**config.mk**
```make
export PLATFORM = sky130hd
export DESIGN_NAME = irq_prio_ctrl
export DESIGN_NICKNAME = d
export VERILOG_FILES = /design/src/rtl/irq_ctrl_pkg.sv /design/src/rtl/irq_line_state.sv /design/src/rtl/irq_prio_bank.sv /design/src/rtl/irq_pick.sv /design/src/rtl/irq_prio_ctrl.sv
export SDC_FILE = /design/constraint.sdc
export NUM_CORES = 1
export LEC_CHECK = 0
export BUFFER_PORTS_ARGS = -buffer_cell sky130_fd_sc_hd__buf_4
export CAP_MARGIN = 0
export CORE_UTILIZATION = 45
export DETAILED_ROUTE_END_ITERATION = 8
export GPL_TIMING_DRIVEN = 0
export PLACE_DENSITY = 0.64
export SLEW_MARGIN = 20
export SYNTH_ARGS = -nofsm -noshare
export SYNTH_HDL_FRONTEND = slang
export SYNTH_SLANG_ARGS = --single-unit
```
**constraint.sdc**
```tcl
create_clock -name clk -period 44.1 [get_ports clk]
set_clock_uncertainty 0.05 [all_clocks]
set_input_delay 8.82 -clock clk [delete_from_list [all_inputs] [get_ports clk]]
set_output_delay 8.82 -clock clk [all_outputs]
set_load 0.005 [all_outputs]
```
**src/rtl/irq_ctrl_pkg.sv**
```systemverilog
// Shared constants and types for the interrupt controller register bank.
// Assumes a byte-addressed bus that always carries whole 32-bit words.
package irq_ctrl_pkg;

    localparam int unsigned BUS_DW      = 32;
    localparam int unsigned OFS_EN_SET  = 'h100;
    localparam int unsigned OFS_EN_CLR  = 'h180;
    localparam int unsigned OFS_PD_SET  = 'h200;
    localparam int unsigned OFS_PD_CLR  = 'h280;
    localparam int unsigned OFS_PRIO    = 'h400;
    localparam int unsigned LINES_PER_W = 4;

    // Which register the current bus address selects.
    typedef enum logic [2:0] {
        REG_NONE,
        REG_EN_SET,
        REG_EN_CLR,
        REG_PD_SET,
        REG_PD_CLR,
        REG_PRIO
    } reg_sel_e;

endpackage

```
**src/rtl/irq_line_state.sv**
```systemverilog
// Per-line enable and pending state.
// - Enable bits change only through the set and clear masks.
// - Pending bits are set by software, or by a rising edge on the hardware input.
//   They are cleared by software or by an acknowledge.
// - A hardware edge wins over any clear in the same cycle.
// Assumes the masks are already qualified by the bus write strobe.
module irq_line_state #(
    parameter int NUM_LINES = 32
) (
    input  logic                 clk,
    input  logic                 rst_n,
    input  logic [NUM_LINES-1:0] en_set,
    input  logic [NUM_LINES-1:0] en_clr,
    input  logic [NUM_LINES-1:0] pd_set,
    input  logic [NUM_LINES-1:0] pd_clr,
    input  logic [NUM_LINES-1:0] ack_clr,
    input  logic [NUM_LINES-1:0] irq_in,
    output logic [NUM_LINES-1:0] en_q,
    output logic [NUM_LINES-1:0] pend_q
);

    logic [NUM_LINES-1:0] irq_q;
    logic [NUM_LINES-1:0] hw_edge;

    // Rising-edge detect on the hardware inputs.
    assign hw_edge = irq_in & ~irq_q;

    // Remember last cycle's input levels for edge detection.
    always_ff @(posedge clk) begin
        if (!rst_n) irq_q <= '0;
        else        irq_q <= irq_in;
    end

    // Enable vector: set and clear by mask.
    always_ff @(posedge clk) begin
        if (!rst_n) en_q <= '0;
        else        en_q <= (en_q & ~en_clr) | en_set;
    end

    // Pending vector: clears first, then software and hardware sets on top.
    always_ff @(posedge clk) begin
        if (!rst_n) pend_q <= '0;
        else        pend_q <= (pend_q & ~(pd_clr | ack_clr)) | pd_set | hw_edge;
    end

    // set-enable bits are present after the edge.
    p_en_set_r2: assert property (@(posedge clk) disable iff (!rst_n)
        (en_set != '0) |=> ((en_q & $past(en_set)) == $past(en_set)));

    // clear-enable bits are gone after the edge.
    p_en_clr_r3: assert property (@(posedge clk) disable iff (!rst_n)
        (en_clr != '0 && en_set == '0) |=> ((en_q & $past(en_clr)) == '0));

    // a software clear with no competing set removes pending bits.
    p_pd_clr_r4: assert property (@(posedge clk) disable iff (!rst_n)
        (pd_clr != '0 && hw_edge == '0 && pd_set == '0) |=> ((pend_q & $past(pd_clr)) == '0));

    // every hardware edge leaves its line pending.
    p_hw_edge_r7: assert property (@(posedge clk) disable iff (!rst_n)
        (hw_edge != '0) |=> ((pend_q & $past(hw_edge)) == $past(hw_edge)));

    // a hardware edge beats a same-cycle software clear.
    p_hw_beats_clr_r8: assert property (@(posedge clk) disable iff (!rst_n)
        ((hw_edge & pd_clr) != '0) |=> ((pend_q & $past(hw_edge & pd_clr)) != '0));

endmodule

```
**src/rtl/irq_prio_bank.sv**
```systemverilog
// Urgency fields, PW bits per line, four lines per 32-bit word.
// Line 4k+j lives in the top PW bits of byte lane j of word k.
// Assumes wr_idx selects a valid word whenever wr_en is high.
module irq_prio_bank #(
    parameter int NUM_LINES = 32,
    parameter int PW        = 2,
    parameter int IDX_W     = 3
) (
    input  logic                    clk,
    input  logic                    rst_n,
    input  logic                    wr_en,
    input  logic [IDX_W-1:0]        idx,
    input  logic [31:0]             wr_data,
    output logic [31:0]             rd_word,
    output logic [NUM_LINES*PW-1:0] prio_flat
);

    localparam logic [7:0]  BYTE_MASK = 8'(((1 << PW) - 1) << (8 - PW));
    localparam logic [31:0] LANE_MASK = {4{BYTE_MASK}};

    logic [PW-1:0] prio_q [NUM_LINES];
    logic          unused_rsvd_bits;

    // Reserved bits of the write data are deliberately dropped.
    assign unused_rsvd_bits = ^(wr_data & ~LANE_MASK);

    for (genvar g = 0; g < NUM_LINES; g++) begin : g_line
        localparam int K = g / 4;
        localparam int J = g % 4;

        // One urgency field: load from its byte lane when its word is written.
        always_ff @(posedge clk) begin
            if (!rst_n)                             prio_q[g] <= '0;
            else if (wr_en && idx == IDX_W'(K))     prio_q[g] <= wr_data[8*J+8-PW +: PW];
        end

        assign prio_flat[g*PW +: PW] = prio_q[g];
    end

    // Read mux: place the four fields of the addressed word in their lanes.
    always_comb begin
        rd_word = '0;
        for (int i = 0; i < NUM_LINES; i++) begin
            if (IDX_W'(i / 4) == idx) rd_word[8*(i%4)+8-PW +: PW] = prio_q[i];
        end
    end

    // reserved bits of an urgency word always read zero.
    p_prio_rsvd_r5: assert property (@(posedge clk) disable iff (!rst_n)
        ((rd_word & ~LANE_MASK) == '0));

    // without a write strobe the fields hold.
    p_prio_hold_r6: assert property (@(posedge clk) disable iff (!rst_n)
        !wr_en |=> $stable(prio_flat));

endmodule

```
**src/rtl/irq_pick.sv**
```systemverilog
// Selects the most urgent pending, enabled line. Lowest urgency value wins,
// and the lower line number wins a tie. The result is registered.
// Assumes cand already combines pending and enable.
module irq_pick #(
    parameter int NUM_LINES = 32,
    parameter int PW        = 2,
    parameter int ID_W      = 5
) (
    input  logic                    clk,
    input  logic                    rst_n,
    input  logic [NUM_LINES-1:0]    cand,
    input  logic [NUM_LINES*PW-1:0] prio_flat,
    output logic [ID_W-1:0]         pick_id,
    output logic                    pick_valid
);

    logic            best_v;
    logic [ID_W-1:0] best_id;
    logic [PW-1:0]   best_p;

    // Scan downward; "<=" lets a lower line displace an equal-urgency winner.
    always_comb begin
        best_v  = 1'b0;
        best_id = '0;
        best_p  = '1;
        for (int i = NUM_LINES - 1; i >= 0; i--) begin
            if (cand[i] && (!best_v || prio_flat[i*PW +: PW] <= best_p)) begin
                best_v  = 1'b1;
                best_id = ID_W'(i);
                best_p  = prio_flat[i*PW +: PW];
            end
        end
    end

    // Register the choice.
    always_ff @(posedge clk) begin
        if (!rst_n) begin
            pick_valid <= 1'b0;
            pick_id    <= '0;
        end else begin
            pick_valid <= best_v;
            pick_id    <= best_v ? best_id : '0;
        end
    end

    // a presented line was a candidate one cycle earlier.
    p_pick_is_cand_r9: assert property (@(posedge clk) disable iff (!rst_n)
        pick_valid |-> ((($past(cand) >> pick_id) & NUM_LINES'(1)) != '0));

    // the valid flag is low only when no candidate existed.
    p_idle_no_cand_r12: assert property (@(posedge clk) disable iff (!rst_n)
        !pick_valid |-> ($past(cand) == '0 && pick_id == '0));

endmodule

```
**src/rtl/irq_prio_ctrl.sv**
```systemverilog
// Top of the interrupt controller register bank.
// - Decodes word addresses into enable, pending and urgency registers.
// - Turns bus writes into set and clear masks.
// - Muxes read data.
// - Wires the registered arbiter.
// Assumes full-word accesses; an address with bits [1:0] not zero is reserved.
module irq_prio_ctrl
    import irq_ctrl_pkg::*;
#(
    parameter int NUM_LINES = 32,
    parameter int PRIO_W    = 2,
    parameter int ADDR_W    = 12
) (
    input  logic                         clk,
    input  logic                         rst_n,
    input  logic [ADDR_W-1:0]            bus_addr,
    input  logic                         bus_we,
    input  logic [BUS_DW-1:0]            bus_wdata,
    output logic [BUS_DW-1:0]            bus_rdata,
    input  logic [NUM_LINES-1:0]         irq_in,
    output logic [$clog2(NUM_LINES)-1:0] pick_id,
    output logic                         pick_valid,
    input  logic                         pick_ack
);

    localparam int ID_W       = $clog2(NUM_LINES);
    localparam int PRIO_WORDS = (NUM_LINES + LINES_PER_W - 1) / LINES_PER_W;
    localparam int IDX_W      = (PRIO_WORDS > 1) ? $clog2(PRIO_WORDS) : 1;
    localparam int unsigned PRIO_END = OFS_PRIO + 4 * PRIO_WORDS;

    reg_sel_e                reg_sel;
    logic [IDX_W-1:0]        prio_idx;
    int unsigned             addr_u;
    logic [NUM_LINES-1:0]    en_set, en_clr, pd_set, pd_clr, ack_clr;
    logic [NUM_LINES-1:0]    en_q, pend_q;
    logic [NUM_LINES*PRIO_W-1:0] prio_flat;
    logic [31:0]             prio_rd;

    assign addr_u = 32'(bus_addr);

    // Address decode: exact word matches, plus the urgency word window.
    always_comb begin
        reg_sel  = REG_NONE;
        prio_idx = '0;
        if (bus_addr[1:0] == 2'b00) begin
            if (addr_u == OFS_EN_SET)      reg_sel = REG_EN_SET;
            else if (addr_u == OFS_EN_CLR) reg_sel = REG_EN_CLR;
            else if (addr_u == OFS_PD_SET) reg_sel = REG_PD_SET;
            else if (addr_u == OFS_PD_CLR) reg_sel = REG_PD_CLR;
            else if (addr_u >= OFS_PRIO && addr_u < PRIO_END) begin
                reg_sel  = REG_PRIO;
                prio_idx = IDX_W'((addr_u - OFS_PRIO) >> 2);
            end
        end
    end

    // Write masks, qualified by the strobe and the decoded register.
    always_comb begin
        en_set = (bus_we && reg_sel == REG_EN_SET) ? bus_wdata[NUM_LINES-1:0] : '0;
        en_clr = (bus_we && reg_sel == REG_EN_CLR) ? bus_wdata[NUM_LINES-1:0] : '0;
        pd_set = (bus_we && reg_sel == REG_PD_SET) ? bus_wdata[NUM_LINES-1:0] : '0;
        pd_clr = (bus_we && reg_sel == REG_PD_CLR) ? bus_wdata[NUM_LINES-1:0] : '0;
    end

    // Acknowledge: one-hot clear of the presented line.
    assign ack_clr = (pick_ack && pick_valid) ? (NUM_LINES'(1) << pick_id) : '0;

    // Read mux: aliases share their vector, anything else reads zero.
    always_comb begin
        bus_rdata = '0;
        unique case (reg_sel)
            REG_EN_SET, REG_EN_CLR: bus_rdata[NUM_LINES-1:0] = en_q;
            REG_PD_SET, REG_PD_CLR: bus_rdata[NUM_LINES-1:0] = pend_q;
            REG_PRIO:               bus_rdata = prio_rd;
            default:                bus_rdata = '0;
        endcase
    end

    irq_line_state #(.NUM_LINES(NUM_LINES)) u_state (
        .clk     (clk),
        .rst_n   (rst_n),
        .en_set  (en_set),
        .en_clr  (en_clr),
        .pd_set  (pd_set),
        .pd_clr  (pd_clr),
        .ack_clr (ack_clr),
        .irq_in  (irq_in),
        .en_q    (en_q),
        .pend_q  (pend_q)
    );

    irq_prio_bank #(.NUM_LINES(NUM_LINES), .PW(PRIO_W), .IDX_W(IDX_W)) u_prio (
        .clk       (clk),
        .rst_n     (rst_n),
        .wr_en     (bus_we && reg_sel == REG_PRIO),
        .idx       (prio_idx),
        .wr_data   (bus_wdata),
        .rd_word   (prio_rd),
        .prio_flat (prio_flat)
    );

    irq_pick #(.NUM_LINES(NUM_LINES), .PW(PRIO_W), .ID_W(ID_W)) u_pick (
        .clk        (clk),
        .rst_n      (rst_n),
        .cand       (pend_q & en_q),
        .prio_flat  (prio_flat),
        .pick_id    (pick_id),
        .pick_valid (pick_valid)
    );

    // reserved writes leave enable and urgency state untouched.
    p_rsvd_write_r6: assert property (@(posedge clk) disable iff (!rst_n)
        (bus_we && reg_sel == REG_NONE) |=> ($stable(en_q) && $stable(prio_flat)));

    // reserved addresses read zero.
    p_rsvd_read_r6: assert property (@(posedge clk) disable iff (!rst_n)
        (reg_sel == REG_NONE) |-> (bus_rdata == '0));

    // an acknowledge with no competing set clears the presented line.
    p_ack_clears_r11: assert property (@(posedge clk) disable iff (!rst_n)
        (pick_ack && pick_valid && !bus_we && $stable(irq_in))
        |=> (((pend_q >> $past(pick_id)) & NUM_LINES'(1)) == '0));

endmodule

```
==> results.cfg <==
[outcome]
status = finished clean

[place]
place_ws_ns = 1.059
place_area_um2 = 11990
hpwl_mm = 30.67
port-buffer-count = 115
gp_congestion = 0.9838
dp_cells = 1714

[critical_path]
path_class = flop to flop
reg2regPathDepth = 202
cp-start-kind = flop
cp_max_fo = 9
end_kind = flop
crit_path_max_incr_delay_ns = 0.51
path_common_cell = ha_1
cp_slowest_cell = or3b_2
required_ns = 44.41
arrival_ns = 41.38

[die]
num_rows = 56
start_util_pct = 45.81
core_um2 = 23400
num_io_pins = 118
fp.dieW_um = 156.4
dieArea_um2 = 24450
fp.dieH_um = 156.4

[routing]
drc_errors = 0
drt-wirelength-per-cell_um = 22.46
viasPerCell = 6.186
ant_nets = 0
via_count = 10862
drt_first_pass_iters = 8
wl_mm = 39.44
drtIter0Drc = 987

[sta]
setup_slack_ns = 3.032
slew_viol_final = 0
finalSetupViolCount = 0
period_minus_slack_ns = 41.07
clock.fmax_ghz = 0.02435
fin_crit_sh_pct = 93.12
tns_ns = 0
worst_pin_slew_ns = 1.064
holdWs_ns = 0.4659
slew_headroom_pct = 28.89
hold_viol = 0

[grt]
grt_first_pass_wirelength_mm = 59.35
first_global_vias = 9972
antenna_found_initial = 1
grt_usage_pct = 32.69
overflow = 0
grt_max_degree = 21

[logic_synthesis]
synth_top_area_share_pct = 19.05
avgSynthCellArea_um2 = 8.376
yosys_warnings = 0
synth_edf_count = 64
synth_cell_types = 80
ys_seq_area_share_pct = 36.97
syn_area_um2 = 10720
ys.flop_type = dfxtp_1
ys_seq_elements = 166
synthCells = 1280
synth.area.top_cells = dfxtp_1 19%, edfxtp_1 18%, ha_1 7.2%
async_reset_ff_share_pct = 0
syn-num-nets = 1422
synth.most_common_cell = nor2_1
synth_largest_area_cell = dfxtp_1
synth_commonest_cells = 120 x nor2_1, 119 x nand2_1, 102 x dfxtp_1, 102 x inv_1, 81 x a21oi_1

[power_and_ir_drop]
p_leak_nw = 5.370
ir_drop_uv = 23.66
power_density_nw_per_um2 = 28.09

[clock_tree]
root_buffer = clkbuf_16
cts.sinks = 166
cts_buffers = 17
clk_path_buf_depth = 2
worstSkewPairLatency_ns = 0.45
cts_tree = done
clkTransAtPathRegs_ns = 0.08
htreeDepth = 4

[worst_hold_path]
hold_class = flop to flop
whs_path_depth = 3

[layout]
fill_cells = 2286
drive_gt1_share_pct = 14.82
synthToLayoutAreaGrowth_pct = 19.36
instances_no_fill = 1756
antenna_cells = 0
fin_area_um2 = 12800
nets = 1566

[flow_run]
cap_viol_max_count = 0
[final cells by class]
type                            instances  area, um^2  area share [%]
Multi-Input combinational cell        944        6226           48.65
Sequential cell                       166        3964           30.97
Timing Repair Buffer                  125       938.4           7.333
Clock buffer                           17       425.4           3.324
Tap cell                              319       399.1           3.119
Inverter                              102       382.9           2.992
Buffer                                 68       265.3           2.073
Clock inverter                         15       196.4           1.535
[kinds of logic (layout without fill, tap and decap cells)]
kind of cell               count (synthesis)  in the layout  synth area share [%]
and+or+nand+nor                          465            465                 21.65
AOI/OAI and AO/OA                        399            399                 26.32
muxes                                     18             18                 1.786
adders and majority gates                 62             62                 7.235
buffers and inverters                    170            327                 6.045
DFF                                      166            166                 36.97
[per-layer routing]
metal / vias to the layer above / global-route usage, % / share of wire, %
li1: 5027 / - / -
met1: 5283 / 43.80 / 42
met2: 476 / 53.36 / 47
met3: 74 / 5.539 / 8.3
met4: 2 / 10.60 / 2.9
met5: - / 0 / 0.033
[path summary, 6_finish.rpt]
path / startpoint / to / slack, ns
setup / recovery: u_state.pend_q[31] / u_pick.pick_id[3] / 3.03
hold reg to reg: u_state.irq_q[19] / u_state.pend_q[19] / 0.47
hold / removal: u_state.irq_q[19] / u_state.pend_q[19] / 0.47
setup reg to reg: u_state.pend_q[31] / u_pick.pick_id[3] / 3.03
[what timing repair did]
item                                    in CTS  in global routing
gates resized for setup                      0                 22
setup buffers                                0                 10
endpoints found under the setup margin       0                  5
hold buffers                                 0                  0
hold endpoints to repair                     0                  0
[state kept, by name, indices dropped and copies added (netlist names)]
register	flops
u_state.irq_q	32
u_state.en_q	32
u_prio.prio_q	64
u_state.pend_q	32
u_pick.pick_valid	1
u_pick.pick_id	5
[worst max-delay path, delay by kind of cell (launching register included)]
family,cells,cell delay [ns]
buf+inv,15,1.44
mux,9,2.95
compound gates,91,18.44
flops,1,0.48
simple gates,56,9.07
fa+ha+maj,31,8.47
[placed cells by master, fill, tap and decap left out, types with 7 or more instances in the layout]
master       n
a22o_1      24
o211ai_1     8
a21o_1      10
nor2_1     116
nand2b_1     8
o21ai_1      7
nand3_1     19
nand2_1    119
buf_4      127
a221oi_1    38
and2_1      44
a21oi_1     75
o21ai_0     73
nor3_1      13
nand4_1      9
a31oi_1     10
ha_1        62
edfxtp_1    64
a222oi_1    17
o31ai_1      8
dfxtp_1    102
nor2b_1     18
o21a_1       9
nor3b_1      7
a22oi_1     48
inv_1      102
and3_1      75
clkbuf_16   17
clkbuf_1    63
mux2_2       8
mux2i_1      9
[report_power, final]
group          switching [mW]  leakage, nW  internal, mW
Combinational          0.0161         3.62        0.0124
Clock                  0.0784        0.302        0.0782
Sequential            0.00846         1.45         0.166
Total                   0.103         5.37         0.256
[per-stage QoR]
step | power [mW] | util [%]
after floorplan | 0.1879 | -
after global placement | 0.2047 | 51.21
after detailed placement | 0.2054 | 51.23
after CTS | 0.3591 | 53.89
after global routing | 0.3698 | 54.68
final | 0.3595 | 54.68
(Power assumes the default switching activity.)
